[src/rtl/dr_pipe_pkg.sv]
package dr_pipe_pkg;

  // Code carried by one rail pair, written as {true, false}
  typedef enum logic [1:0] {
    DR_SPACER = 2'b00,
    DR_ZERO   = 2'b01,
    DR_ONE    = 2'b10,
    DR_BAD    = 2'b11
  } dr_code_e;

  function automatic dr_code_e dr_classify(input logic t, input logic f);
    return dr_code_e'({t, f});
  endfunction

  function automatic logic dr_is_data(input dr_code_e c);
    return (c == DR_ZERO) || (c == DR_ONE);
  endfunction

endpackage

[src/rtl/dr_celem.sv]
// N-input Muller C-element modelled as a register: it sets when every
// input is high, clears when every input is low, and holds otherwise.
module dr_celem #(
  parameter int N = 2
) (
  input  logic         clk,
  input  logic         rst_n,
  input  logic [N-1:0] in_v,
  output logic         q
);
  logic all_hi;
  logic all_lo;

  assign all_hi = &in_v;
  assign all_lo = ~|in_v;

  always_ff @(posedge clk or negedge rst_n) begin
    if (!rst_n)      q <= 1'b0;
    else if (all_hi) q <= 1'b1;
    else if (all_lo) q <= 1'b0;
  end
endmodule

[src/rtl/dr_bit_cell.sv]
// One dual-rail bit: each rail is gated by the inverted downstream acknowledge.
module dr_bit_cell (
  input  logic clk,
  input  logic rst_n,
  input  logic rail_t_in,
  input  logic rail_f_in,
  input  logic ack_next,
  output logic rail_t_q,
  output logic rail_f_q
);
  logic ready_n;

  assign ready_n = ~ack_next;

  dr_celem #(.N(2)) cel_t_i (
    .clk   (clk),
    .rst_n (rst_n),
    .in_v  ({rail_t_in, ready_n}),
    .q     (rail_t_q)
  );

  dr_celem #(.N(2)) cel_f_i (
    .clk   (clk),
    .rst_n (rst_n),
    .in_v  ({rail_f_in, ready_n}),
    .q     (rail_f_q)
  );
endmodule

[src/rtl/dr_completion.sv]
// Completion detector over the held word plus the acknowledge C-element.
module dr_completion
  import dr_pipe_pkg::*;
#(
  parameter int W = 8
) (
  input  logic         clk,
  input  logic         rst_n,
  input  logic [W-1:0] held_t,
  input  logic [W-1:0] held_f,
  output logic         all_valid,
  output logic         all_empty,
  output logic         ack_q
);
  logic [W-1:0] bit_data;
  logic [W-1:0] bit_busy;

  for (genvar i = 0; i < W; i++) begin : g_bit
    dr_code_e code;
    assign code        = dr_classify(held_t[i], held_f[i]);
    assign bit_data[i] = dr_is_data(code);
    assign bit_busy[i] = (code != DR_SPACER);
  end

  assign all_valid = &bit_data;
  assign all_empty = ~|bit_busy;

  dr_celem #(.N(W)) ack_cel_i (
    .clk   (clk),
    .rst_n (rst_n),
    .in_v  (bit_busy),
    .q     (ack_q)
  );
endmodule

[src/rtl/dr_stage.sv]
// Dual-rail four-phase register stage.
module dr_stage #(
  parameter int W = 8
) (
  input  logic         clk,
  input  logic         rst_n,
  input  logic [W-1:0] in_t,
  input  logic [W-1:0] in_f,
  input  logic         ack_from_next,
  output logic [W-1:0] out_t,
  output logic [W-1:0] out_f,
  output logic         ack_to_prev,
  output logic         done_valid,
  output logic         done_spacer
);
  logic [W-1:0] held_t;
  logic [W-1:0] held_f;

  for (genvar i = 0; i < W; i++) begin : g_cell
    dr_bit_cell cell_i (
      .clk       (clk),
      .rst_n     (rst_n),
      .rail_t_in (in_t[i]),
      .rail_f_in (in_f[i]),
      .ack_next  (ack_from_next),
      .rail_t_q  (held_t[i]),
      .rail_f_q  (held_f[i])
    );
  end

  dr_completion #(.W(W)) cd_i (
    .clk       (clk),
    .rst_n     (rst_n),
    .held_t    (held_t),
    .held_f    (held_f),
    .all_valid (done_valid),
    .all_empty (done_spacer),
    .ack_q     (ack_to_prev)
  );

  assign out_t = held_t;
  assign out_f = held_f;
endmodule

[config.mk]
export PLATFORM = sky130hd
export DESIGN_NAME = dr_stage
export DESIGN_NICKNAME = d
export VERILOG_FILES = /design/src/rtl/dr_pipe_pkg.sv /design/src/rtl/dr_celem.sv /design/src/rtl/dr_bit_cell.sv /design/src/rtl/dr_completion.sv /design/src/rtl/dr_stage.sv
export SDC_FILE = /design/constraint.sdc
export NUM_CORES = 1
export LEC_CHECK = 0
export BUFFER_PORTS_ARGS = -buffer_cell sky130_fd_sc_hd__buf_2
export CAP_MARGIN = 20
export CORE_ASPECT_RATIO = 0.8
export CORE_MARGIN = 2
export CORE_UTILIZATION = 50
export CTS_CLUSTER_SIZE = 30
export DETAILED_ROUTE_END_ITERATION = 7
export PLACE_DENSITY = 0.79
export RECOVER_POWER = 100
export SLEW_MARGIN = 10
export SYNTH_ARGS = -nofsm -noshare
export SYNTH_HDL_FRONTEND = slang
export SYNTH_HIERARCHICAL = 1
export SYNTH_SLANG_ARGS = --single-unit
[constraint.sdc]
create_clock -name clk -period 2 [get_ports clk]
set_clock_uncertainty 0.05 [all_clocks]
set_input_delay 0 -clock clk [delete_from_list [all_inputs] [get_ports clk]]
set_output_delay 0 -clock clk [all_outputs]
set_load 0.01 [all_outputs]
==> impl_metrics.yaml <==
worst_setup_path:
  reg2reg_depth: 6
  ff2ff_setup_slack_ns: 0.40
  cp.depth: 6
  path_class: "reg2reg"
  slowest_delay_ns: 0.52
  r2r-start: "g_cell[7].cell_i/cel_f_i/q$_DFFE_PN0P_"
  critPathMaxFanout: 3
  crit_start: "g_cell[7].cell_i/cel_f_i/q$_DFFE_PN0P_"
  crit_chain: "inv_1 > ha_1 > inv_1 > or4_1 > o21ai_0 > o21ai_1"
  crit_top_cell: "inv_1"
  worstSetupEndpointType: "flop"
  crit_path_start_kind: "flop"
  cp_slowest_cell: "or4_1"
  path_delay_family: "simple AND/OR/NAND/NOR gates"
  required_ns: 2.15
  worstPathArrival_ns: 1.75
  path_buf_inv: 2
drt:
  drtPass1Iterations: 3
  vias_per_cell: 4.95
  vias: 842
  final_antenna_net_count: 0
  wl_per_cell_um: 13.5
  drt_iter0_markers: 13
  wirelength_mm: 2.30
  drc: 0
place:
  io_buffers: 37
  dp_cells: 163
  placed_area_um2: 1370
  dpl.hpwl_mm: 1.85
  routabilityCongestion: 0.799
yosys:
  synth_area_per_cell_um2: 11.4
  synth_top_area_cell: "dfrtp_1"
  synthTopCellsByArea: "dfrtp_1, ha_1, mux2_4, inv_1, nand4_1"
  synth_top_area_share_pct: 36.8
  synth_seq_cells: 17
  synth_nets: 144
  synthCells: 101
  yosysSeqAreaShare_pct: 36.8
  synth_warnings: 6
  synth_cell_type_count: 8
  synth_area_um2: 1160
floorplanning:
  start_util_pct: 53.1
  chipHeight_um: 47.0
  boundaryPins: 38
  fp-row-count: 15
  die_area_um2: 2720
  dieWidth_um: 57.8
  core_area_um2: 2180
sta:
  maxSlewHeadroom_pct: 37.6
  hold_viol: 4
  fmax_mhz: 624
  hold_ws_ns: -0.0157
  period_share_pct: 80.1
  slew_violations: 0
  rsz0062_at_grt: "false"
  worstMarginPinSlew_ns: 0.936
  setup_violations: 0
  min_period_ns: 1.60
  fin_setup_tns_ns: 0
clock_tree:
  cts_setup_buffers: 0
  cts_buffer_depth: 2
  clk_latency_ns: 0.30
  cts_htree_levels: 1
  cts.sinks: 17
  root_buffer: "clkbuf_4"
  numCtsBuffers: 3
  path_clk_slew_ns: 0.10
  cts_tree: "built"
flow_run:
  cap_violations: 0
finish:
  stdcell_area_um2: 1340
  fin_nets: 189
  drive_gt1_share_pct: 13.8
  stdcell_count: 170
  final_cell_mix: "inv_1, ha_1, clkbuf_1, dfrtp_1, buf_2"
  diodes: 0
  area_growth_syn_to_layout_pct: 16.2
  final_util_pct: 61.7
  final_common_cell: "inv_1"
global_route:
  first_global_vias: 888
  grt_pass1_wl_mm: 3.70
  grt_max_degree: 18
  grt.overflow.total: 0
  antenna_found_initial: 0
  grt.total_usage_pct: 18.3
pwr:
  peakVddDrop_v: 0.000498
  p_per_area_nw_per_um2: 658
  p_leak_nw: 0.746
outcome:
  violations: "negative hold slack"
  status: "complete, but fails checks"
min_path:
  min_path_type: "in2reg"
  hold_depth: 3
  hp-start: "in_f[1]"
==> sequential cells by signal (all words and copies together) (netlist names) <==
name,count
cd_i/ack_cel_i/q,1
g_cell.cell_i/cel_f_i/q,8
g_cell.cell_i/cel_t_i/q,8
==> worst register-to-register path: cells and delay by family (launching register included) <==
family          cells  cell delay, ns
compound gates      2            0.24
fa+ha+maj           1            0.15
simple gates        1            0.52
buf+inv             2            0.11
flops               1            0.42
==> layout make-up <==
class                      instances  area (um2)
inverter                          32         120
tap                               25        31.3
fill                             205         833
timing repair buffer              40         190
sequential                        17         425
multi-input combinational         52         551
clock buffer                       4        26.3
==> per-layer routing <==
metal | vias to the layer above | share of wire (%) | GRT usage, %
li1 | 420 | - | -
met1 | 393 | 44 | 21.7
met2 | 27 | 50 | 34.1
met3 | 2 | 5.3 | 4.68
met4 | 0 | 0.43 | 4.19
met5 | - | 0 | 0
==> repair_timing <==
item	4_1_cts	5_1_grt
endpoints found under the setup margin	0	0
gates resized for setup	0	0
hold buffers	3	0
hold endpoints to repair	19	0
==> synthesized netlist by cell type <==
cell type  count
nand4_1        6
o21ai_1        2
inv_1         32
nor2_1         2
ha_1          24
mux2_4        16
dfrtp_1       17
or4_1          2
==> final timing paths <==
check,to
worst max-delay path,cd_i/ack_cel_i/q$_DFFE_PN0P_
worst min-delay path,g_cell[1].cell_i/cel_f_i/q$_DFFE_PN0P_
worst max register to register,cd_i/ack_cel_i/q$_DFFE_PN0P_
worst min register to register,cd_i/ack_cel_i/q$_DFFE_PN0P_
max in group asynchronous,g_cell[0].cell_i/cel_f_i/q$_DFFE_PN0P_
min in group asynchronous,g_cell[4].cell_i/cel_t_i/q$_DFFE_PN0P_
==> report_power, final <==
| group | internal [W] | switching, W |
|---|---|---|
| Combinational | 0.000120 | 0.000148 |
| Clock | 0.0000779 | 0.000115 |
| Sequential | 0.000388 | 0.0000348 |
| Total | 0.000586 | 0.000298 |
==> logic make-up (layout without fill, tap and decap cells) <==
kind of cell    Yosys count  after routing  synth area share (%)
mux                      16             16                  20.8
flops                    17             17                  36.8
buf+inv                  32             76                  10.4
simple gates             10             10                  5.20
fa+ha+maj                24             24                  26.0
compound gates            2              2                 0.866
==> stage by stage <==
stage	hold slack, ns	worst slack [ns]	power, W
finish	-0.0157	0.398	0.000884
floorplan	-0.346	0.481	0.000633
detailed placement	-0.104	0.450	0.000753
CTS	0.00341	0.433	0.000952
global route	-0.00544	0.324	0.000949
global placement	-0.114	0.491	0.000732
(Power assumes the default switching activity.)
